File: src/rtl/uart_chan_pkg.sv
package uart_chan_pkg;
  typedef enum logic [1:0] {
    PTR_MR0 = 2'd0,
    PTR_MR1 = 2'd1,
    PTR_MR2 = 2'd2
  } modePtr_e;

  localparam int ADDR_W = 2;
  localparam int BUS_W  = 8;
  localparam int NUM_MR = 3;

  localparam logic [ADDR_W-1:0] ADDR_MODE = 2'd0;
  localparam logic [ADDR_W-1:0] ADDR_STAT = 2'd1;
  localparam logic [ADDR_W-1:0] ADDR_CMD  = 2'd2;

  localparam logic [3:0] CMD_PTR1   = 4'h1;
  localparam logic [3:0] CMD_RXRST  = 4'h2;
  localparam logic [3:0] CMD_TXRST  = 4'h3;
  localparam logic [3:0] CMD_ERRRST = 4'h4;
  localparam logic [3:0] CMD_BRKCHG = 4'h5;
  localparam logic [3:0] CMD_BRKON  = 4'h6;
  localparam logic [3:0] CMD_BRKOFF = 4'h7;
  localparam logic [3:0] CMD_PTR0   = 4'hB;

  typedef struct packed {
    logic [NUM_MR-1:0] mrWr;
    logic rxOn;
    logic rxOff;
    logic txOn;
    logic txOff;
    logic rxRst;
    logic txRst;
    logic errRst;
    logic brkChg;
    logic brkSet;
    logic brkClr;
  } ctlStrobe_t;
endpackage

File: src/rtl/uart_chan_decode.sv
module uart_chan_decode
  import uart_chan_pkg::*;
(
  input  logic                 clk,
  input  logic                 rstN,
  input  logic                 wrEn,
  input  logic [ADDR_W-1:0]    regAddr,
  input  logic [BUS_W-1:0]     wrData,
  output ctlStrobe_t           strb,
  output modePtr_e             modePtr
);
  logic cmdWr, modeWr;
  logic [3:0] code;

  assign cmdWr  = wrEn && (regAddr == ADDR_CMD);
  assign modeWr = wrEn && (regAddr == ADDR_MODE);
  assign code   = wrData[7:4];

  always_comb begin
    strb        = '0;
    strb.mrWr[0] = modeWr && (modePtr == PTR_MR0);
    strb.mrWr[1] = modeWr && (modePtr == PTR_MR1);
    strb.mrWr[2] = modeWr && (modePtr == PTR_MR2);
    strb.rxOn   = cmdWr && wrData[0];
    strb.rxOff  = cmdWr && wrData[1];
    strb.txOn   = cmdWr && wrData[2];
    strb.txOff  = cmdWr && wrData[3];
    strb.rxRst  = cmdWr && (code == CMD_RXRST);
    strb.txRst  = cmdWr && (code == CMD_TXRST);
    strb.errRst = cmdWr && (code == CMD_ERRRST);
    strb.brkChg = cmdWr && (code == CMD_BRKCHG);
    strb.brkSet = cmdWr && (code == CMD_BRKON);
    strb.brkClr = cmdWr && (code == CMD_BRKOFF);
  end

  always_ff @(posedge clk or negedge rstN) begin
    if (!rstN) begin
      modePtr <= PTR_MR1;
    end else if (cmdWr && code == CMD_PTR1) begin
      modePtr <= PTR_MR1;
    end else if (cmdWr && code == CMD_PTR0) begin
      modePtr <= PTR_MR0;
    end else if (modeWr) begin
      unique case (modePtr)
        PTR_MR0: modePtr <= PTR_MR1;
        PTR_MR1: modePtr <= PTR_MR2;
        default: modePtr <= PTR_MR2;
      endcase
    end
  end
endmodule

File: src/rtl/uart_chan_regs.sv
module uart_chan_regs
  import uart_chan_pkg::*;
#(
  parameter logic [BUS_W-1:0] MR0_RST = 8'h00,
  parameter logic [BUS_W-1:0] MR1_RST = 8'h13,
  parameter logic [BUS_W-1:0] MR2_RST = 8'h07
) (
  input  logic              clk,
  input  logic              rstN,
  input  ctlStrobe_t        strb,
  input  logic [BUS_W-1:0]  wrData,
  input  modePtr_e          modePtr,
  input  logic [ADDR_W-1:0] regAddr,
  input  logic              rxReady,
  input  logic              rxFull,
  input  logic              txReady,
  input  logic              txEmpty,
  input  logic [3:0]        errEvt,
  output logic [BUS_W-1:0]  rdData,
  output logic              rxEnable,
  output logic              txEnable,
  output logic              rxResetPulse,
  output logic              txResetPulse,
  output logic              brkChgClr,
  output logic              breakOn,
  output logic [3:0]        dataBits,
  output logic              parityOn,
  output logic              parityOdd,
  output logic              twoStop,
  output logic              fifoEn,
  output logic              txHalfLevel,
  output logic [2:0]        baudSet,
  output logic [BUS_W-1:0]  statusByte
);
  localparam logic [NUM_MR*BUS_W-1:0] RST_VEC = {MR2_RST, MR1_RST, MR0_RST};

  logic [BUS_W-1:0] mrReg [NUM_MR];
  logic [3:0]       errFlags;

  for (genvar i = 0; i < NUM_MR; i++) begin : g_mr
    always_ff @(posedge clk or negedge rstN) begin
      if (!rstN)             mrReg[i] <= RST_VEC[i*BUS_W +: BUS_W];
      else if (strb.mrWr[i]) mrReg[i] <= wrData;
    end
  end

  always_ff @(posedge clk or negedge rstN) begin
    if (!rstN) begin
      rxEnable     <= 1'b0;
      txEnable     <= 1'b0;
      rxResetPulse <= 1'b0;
      txResetPulse <= 1'b0;
      brkChgClr    <= 1'b0;
      breakOn      <= 1'b0;
      errFlags     <= '0;
    end else begin
      if (strb.rxOff || strb.rxRst) rxEnable <= 1'b0;
      else if (strb.rxOn)           rxEnable <= 1'b1;
      if (strb.txOff || strb.txRst) txEnable <= 1'b0;
      else if (strb.txOn)           txEnable <= 1'b1;
      rxResetPulse <= strb.rxRst;
      txResetPulse <= strb.txRst;
      brkChgClr    <= strb.brkChg;
      if (strb.brkSet)      breakOn <= 1'b1;
      else if (strb.brkClr) breakOn <= 1'b0;
      if (strb.errRst) errFlags <= '0;
      else             errFlags <= errFlags | errEvt;
    end
  end

  assign statusByte  = {errFlags, txEmpty, txReady, rxFull, rxReady};
  assign dataBits    = 4'd5 + {2'b00, mrReg[1][1:0]};
  assign parityOn    = (mrReg[1][4:3] == 2'b00);
  assign parityOdd   = parityOn && mrReg[1][2];
  assign twoStop     = mrReg[2][3];
  assign fifoEn      = mrReg[0][3];
  assign txHalfLevel = mrReg[0][4];
  assign baudSet     = mrReg[0][2:0];

  always_comb begin
    unique case (regAddr)
      ADDR_MODE: rdData = mrReg[modePtr];
      ADDR_STAT: rdData = statusByte;
      default:   rdData = '0;
    endcase
  end
endmodule

File: src/rtl/uart_chan_ctrl.sv
module uart_chan_ctrl
  import uart_chan_pkg::*;
#(
  parameter logic [7:0] MR0_RST = 8'h00,
  parameter logic [7:0] MR1_RST = 8'h13,
  parameter logic [7:0] MR2_RST = 8'h07
) (
  input  logic       clk,
  input  logic       rstN,
  input  logic       wrEn,
  input  logic [1:0] regAddr,
  input  logic [7:0] wrData,
  output logic [7:0] rdData,
  input  logic       rxReady,
  input  logic       rxFull,
  input  logic       txReady,
  input  logic       txEmpty,
  input  logic       ovrEvt,
  input  logic       parEvt,
  input  logic       frmEvt,
  input  logic       brkEvt,
  output logic       rxEnable,
  output logic       txEnable,
  output logic       rxResetPulse,
  output logic       txResetPulse,
  output logic       brkChgClr,
  output logic       breakOn,
  output logic [3:0] dataBits,
  output logic       parityOn,
  output logic       parityOdd,
  output logic       twoStop,
  output logic       fifoEn,
  output logic       txHalfLevel,
  output logic [2:0] baudSet,
  output logic [7:0] statusByte
);
  ctlStrobe_t strb;
  modePtr_e   modePtr;

  uart_chan_decode u_dec (
    .clk(clk), .rstN(rstN), .wrEn(wrEn), .regAddr(regAddr),
    .wrData(wrData), .strb(strb), .modePtr(modePtr)
  );

  uart_chan_regs #(.MR0_RST(MR0_RST), .MR1_RST(MR1_RST), .MR2_RST(MR2_RST)) u_regs (
    .clk(clk), .rstN(rstN), .strb(strb), .wrData(wrData),
    .modePtr(modePtr), .regAddr(regAddr),
    .rxReady(rxReady), .rxFull(rxFull), .txReady(txReady), .txEmpty(txEmpty),
    .errEvt({brkEvt, frmEvt, parEvt, ovrEvt}),
    .rdData(rdData), .rxEnable(rxEnable), .txEnable(txEnable),
    .rxResetPulse(rxResetPulse), .txResetPulse(txResetPulse),
    .brkChgClr(brkChgClr), .breakOn(breakOn), .dataBits(dataBits),
    .parityOn(parityOn), .parityOdd(parityOdd), .twoStop(twoStop),
    .fifoEn(fifoEn), .txHalfLevel(txHalfLevel), .baudSet(baudSet),
    .statusByte(statusByte)
  );
endmodule

File: config.mk
export PLATFORM = sky130hd
export DESIGN_NAME = uart_chan_ctrl
export DESIGN_NICKNAME = d
export VERILOG_FILES = /design/src/rtl/uart_chan_pkg.sv /design/src/rtl/uart_chan_decode.sv /design/src/rtl/uart_chan_regs.sv /design/src/rtl/uart_chan_ctrl.sv
export SDC_FILE = /design/constraint.sdc
export NUM_CORES = 1
export LEC_CHECK = 0
export ABC_AREA = 1
export BUFFER_PORTS_ARGS = -buffer_cell sky130_fd_sc_hd__buf_2
export CORE_MARGIN = 4
export CORE_UTILIZATION = 45
export CTS_CLUSTER_SIZE = 14
export DETAILED_ROUTE_END_ITERATION = 6
export PLACE_DENSITY_LB_ADDON = 0.05
export SETUP_SLACK_MARGIN = 0.1
export SYNTH_ARGS = -nofsm -noshare
export SYNTH_HDL_FRONTEND = slang
export SYNTH_SLANG_ARGS = --single-unit
File: constraint.sdc
create_clock -name clk -period 1.57 [get_ports clk]
set_input_delay 0.157 -clock clk [delete_from_list [all_inputs] [get_ports clk]]
set_output_delay 0.157 -clock clk [all_outputs]
set_load 0.01 [all_outputs]
# Word level (Yosys, flattened, before mapping)
# Cells that the tools add are included.
[classes]
bitwise_logic = 2
addsub = 1
reduce_logical = 27
n_lt_le_gt_ge = 1
eq_ne = 12
muxes = 15
[op_table]
columns = ["cell", "n"]
rows = [
  ["logical AND 1 bit", 18],
  ["binary-select mux 8 bit (select 2 bit)", 1],
  ["== test 4 x 3 -> 1 bit (second input constant)", 4],
  ["2-to-1 mux 8 bit", 2],
  ["case mux 8 bit (2 select lines)", 1],
  ["== test 4 x 2 -> 1 bit (second input constant)", 2],
  ["2-to-1 mux 2 bit", 4],
  ["zero test 2 bit", 3],
  ["2-to-1 mux 1 bit", 6],
  ["nonzero test 2 bit", 3],
  ["adder 3 x 2 -> 4 bit (first input constant)", 1],
  ["== test 2 x 1 -> 1 bit (second input constant)", 2],
  ["== test 2 bit (second input constant)", 2],
  ["== test 4 x 1 -> 1 bit (second input constant)", 1],
  ["== test 4 bit (second input constant)", 1],
  ["2-to-1 mux 4 bit", 1],
  ["bitwise OR 4 bit", 1],
  [">= comparator 3 bit (second input constant)", 1],
  ["inverter 2 -> 3 bit", 1],
  ["nonzero test 3 bit", 1],
  ["logical OR 1 bit", 2],
]
[totals]
elab_cells = 69
in_bits = 21
reg_bits = 36
output_inout_bits = 34

# Depth between registers and ports, before layout
[logic_depth]
ltp_word = 5
depth_mapped = 7
mapped_depth_nobuf = 6

# Cells and area by module
# Synthesis repeated with hierarchy kept, for this count alone.
[hier_totals]
hier_cells = 239
area_unflattened_um2 = 1878.1
[by_module_without_submodules]
columns = ["module", "cells_per_inst", "area_per_inst_um2", "n_inst"]
rows = [
  ["uart_chan_regs", 189, 1616.6, 1],
  ["uart_chan_decode", 50, 261.5, 1],
]

# Worst setup path before layout
# Ideal clock, no wire load.
[synth_timing]
kind = "register to register"
startpoint = "reg u_dec.modePtr[0]"
endpoint = "reg u_regs.mrReg[10] (netlist bit)"
setup_time_ns = 0.127
t_arrival_ns = 1.063
stages_incl_launch_ff = 5
path_slack_ns = 0.381
cell_sequence = "dfstp_2 > buf_4 > nand2_4 > nor2_4 > o21ai_0"
[synth_between]
elab_chain_cells = 2
[synth_rtl]
columns = ["item", "line", "text"]
rows = [
  ["start: declaration", "uart_chan_decode.sv:10", "output modePtr_e modePtr"],
  ["start signal: assignment", "uart_chan_decode.sv:38", "modePtr <= PTR_MR1;"],
  ["start signal: assignment", "uart_chan_decode.sv:40", "modePtr <= PTR_MR1;"],
  ["start signal: assignment", "uart_chan_decode.sv:42", "modePtr <= PTR_MR0;"],
  ["== test 2 x 1 -> 1 bit", "uart_chan_decode.sv:22", "strb.mrWr[1] = modeWr && (modePtr == PTR_MR1);"],
  ["logical AND 1 bit", "uart_chan_decode.sv:22", ""],
  ["end signal: indexed assignment", "uart_chan_regs.sv:42", "if (!rstN) mrReg[i] <= RST_VEC[i*BUS_W +: BUS_W];"],
  ["end signal: indexed assignment", "uart_chan_regs.sv:43", "else if (strb.mrWr[i]) mrReg[i] <= wrData;"],
  ["end: declaration", "uart_chan_regs.sv:37", "logic [BUS_W-1:0] mrReg [NUM_MR];"],
]
# No other way between the ends.
# A chain may end at the register's enable or synchronous reset.

# Worst setup path in the final report
[layout_timing]
startpoint = "reg u_dec.modePtr[0]"
endpoint = "out rdData[0]"
[layout_between]
elab_chain_cells = 5
[layout_rtl]
columns = ["item", "line", "text"]
rows = [
  ["inverter 2 -> 3 bit (not written as such)", "uart_chan_regs.sv:82", "ADDR_MODE: rdData = mrReg[modePtr];"],
  ["binary-select mux 8 bit (select 2 bit)", "uart_chan_regs.sv:82", ""],
  ["2-to-1 mux 8 bit (not written as such) (2 in series)", "uart_chan_regs.sv:82", ""],
  ["case mux 8 bit (2 select lines)", "uart_chan_regs.sv:81", "unique case (regAddr)"],
  ["end: declaration", "uart_chan_ctrl.sv:13", "output logic [7:0] rdData,"],
]
# No other way between the ends. The select of a mux whose other input is x is not followed.

==> key figures <==
Clock tree
  – Worst-path clk slew: about 70 ps
  – H-tree levels: 2
  – TritonCTS buffer count: 5
  – Clock Tree Buf Depth: 2
  – CTS tree: built
  – CTS sink cnt: 36
  – Clock root buffer: clkbuf_8
  – Worst-Skew Late Latency: around 280 ps

STA
  – Final Worst Setup Slack: -110 ps
  – Final period utilization: 1.07
  – Worst Tran Pin Value: roughly 440 ps
  – Setup violators final: 8
  – Setup TNS: -641 ps
  – Slew Limit Fails: 0
  – Hold Slack: approximately 100 ps
  – Max Clk Rate: ~600 MHz
  – Min Clock Period, post-route: 1680 ps
  – Worst slew margin: 0.703
  – RSZ-0062 raised after global routing: yes
  – Worst Skew: 3.47 ps
  – Fin. Hold Viols: 0

Drt
  – Antenna-violating nets left: 0
  – Total number of vias: around 1800
  – Total Wirelength: just over 5000 um
  – First-pass detailed-route iteration total: 4
  – Via/cell ratio: between 4 and 5
  – DRC violations left: 0
  – Initial DRC Count: 63
  – Post-DR wirelength/cell: between 10 and 15 um

Synth
  – Flops & latches, synth: 36
  – Count of cell types in the netlist: 18
  – Post-synthesis sequential area ratio: 0.471
  – Ys Warns: 0
  – Cell area after synthesis: about 0.0019 sq mm
  – Post-Syn Area per Cell: roughly 7.9 sq um
  – Mapped Nets: roughly 270
  – Cells after synthesis: between 200 and 250

Cells and area
  – Non-Filler Instances: 358
  – N_diodes: 0
  – Final Net Count: 329
  – Area grow syn2layout: 28.0%
  – Commonest non-fill, non-tap cell in the layout: nand2_1
  – Layout cells sized above 1: 0.390
  – Most frequent cells in the layout: nand2_1, buf_2, dfrtp_1
  – Fin area: around 0.0025 sq mm

Die
  – # rows: 23
  – Die height: 73.5 um
  – Core outline area: 0.00409 sq mm
  – Die Width: approximately 74 um
  – I/O Pins: 55
  – Die area: between 0.005 and 0.006 sq mm
  – Initial Util: 0.473

Worst setup path
  – Required @ worst endpoint: between 1000 and 1500 ps
  – CP Launch Type: flop
  – Worst reg-to-reg path cell count: 6
  – Crit path max fanout: 6
  – Worst endpoint data arrival time: about 1500 ps
  – Worst setup EP type: output pin
  – Crit Path Category: reg -> out

Status
  – Outcome: complete, but fails checks
  – Failing checks: negative setup slack

Global route
  – Gr usage total: 0.198
  – Initial antenna violation count: 0
  – Largest net degree at the start of global routing: 21
  – GR Overflow Total: 0
  – First-pass GRT wire length: between 8000 and 9000 um
  – Vias in the first global route: 1674

Min path
  – Hold path cells: 3
  – Hold crit path type: in -> reg

Power and ir drop
  – Pwr dens: ~1400 mW/mm^2
  – Pleak: 1.34 nW
  – VDD IR max: 0.807 mV

Placed design
  – Placer congestion estimate: about 0.9
  – Pre-CTS WS: between 150 and 200 ps
  – # placed instances: 340
  – PortBufs: between 50 and 60
  – Area of placed instances: ~0.0022 sq mm
  – Final HPWL DP: 3660 um

Flow run
  – Max Cap Violations: 0
==> critical path, cell delays in order (launching register included) <==
cell	delay (ps)
dfstp_2	670
buf_6	160
nand3_1	90
nand3_2	90
nand2_1	50
nand2_1	60
buf_2	120
==> cell families (layout without fill, tap and decap cells) <==
family | Yosys count | count (layout) | synth area share
and+or+nand+nor | 151 | 152 | 0.346
AOI/OAI and AO/OA | 24 | 24 | 0.0816
adders and majority gates | 1 | 1 | 0.00648
DFF | 36 | 36 | 0.471
buffers and inverters | 34 | 95 | 0.0952
==> per-stage QoR <==
step	power, mW	utilization
floorplan	2.23	-
global placement	2.59	0.539
detailed placement	2.61	0.539
CTS	3.38	0.578
global route	3.78	0.605
finish	3.53	0.605
==> what timing repair did <==
item	in CTS	in global routing
gates resized for setup	5	24
pin swaps	2	18
cloned	0	1
endpoints found under the setup margin	8	21
hold buffers	1	0
endpoints found under the hold margin	11	0
buffers inserted	6	2
==> flip-flops by register name, summed over array words and instances (netlist names) <==
register and count:
u_regs.mrReg 18, u_regs.errFlags 4, u_regs.baudSet 3, u_dec.modePtr 2
u_regs.breakOn 1, u_regs.brkChgClr 1, u_regs.fifoEn 1, u_regs.rxEnable 1
u_regs.rxResetPulse 1, u_regs.twoStop 1, u_regs.txEnable 1, u_regs.txHalfLevel 1
u_regs.txResetPulse 1
==> layout make-up <==
type                            instances  area (sq um)
Inverter                               22          85.1
Timing Repair Buffer                   65           395
Clock buffer                            8          90.1
Fill cell                             377          1610
Multi-Input combinational cell        177           930
Tap cell                               50          62.6
Sequential cell                        36           911
==> synth_stat cells <==
master   count  area, sq um
buf_4        9         67.6
buf_6        3         33.8
dfrtp_1     29          726
dfstp_2      7          184
ha_1         1         12.5
inv_1       20         75.1
inv_2        2         7.51
nand2_1     91          342
nand2_2      1         6.26
nand2_4      2         22.5
nand3_1     30          150
nand3_4      1         17.5
nor2_1      20         75.1
nor2_4       4         45.0
nor3_1       2         10.0
o21ai_0      6         30.0
o21ai_1      8         40.0
o21ai_2     10         87.6
==> final timing paths <==
| kind | start | slack [ps] | end |
|---|---|---|---|
| max reg2reg | u_dec.modePtr[0] | 60 | u_regs.mrReg[11] |
| max | u_dec.modePtr[0] | -110 | rdData[0] |
| min in group asynchronous | rstN | 330 | u_regs.mrReg[4] |
| max in group asynchronous | rstN | 720 | u_regs.mrReg[12] |
| min reg2reg | u_regs.mrReg[0] | 470 | u_regs.mrReg[0] |
| min | ovrEvt | 100 | u_regs.errFlags[0] |
==> report_power, final <==
part	total, mW	switching, mW	leakage (nW)	internal (mW)
Clock	0.670	0.312	0.0455	0.358
Combinational	1.29	0.724	0.869	0.569
Sequential	1.57	0.303	0.428	1.26
Total	3.53	1.34	1.34	2.19
==> routing by layer <==
| layer | up-vias | global-route usage | wire length, um |
|---|---|---|---|
| li1 | 894 | - | - |
| met1 | 786 | 0.265 | 2360 |
| met2 | 69 | 0.308 | 2190 |
| met3 | 10 | 0.0465 | 398 |
| met4 | 0 | 0.0825 | 93 |
| met5 | - | 0 | 0 |
No activity file was read; power rests on OpenSTA's default activity.
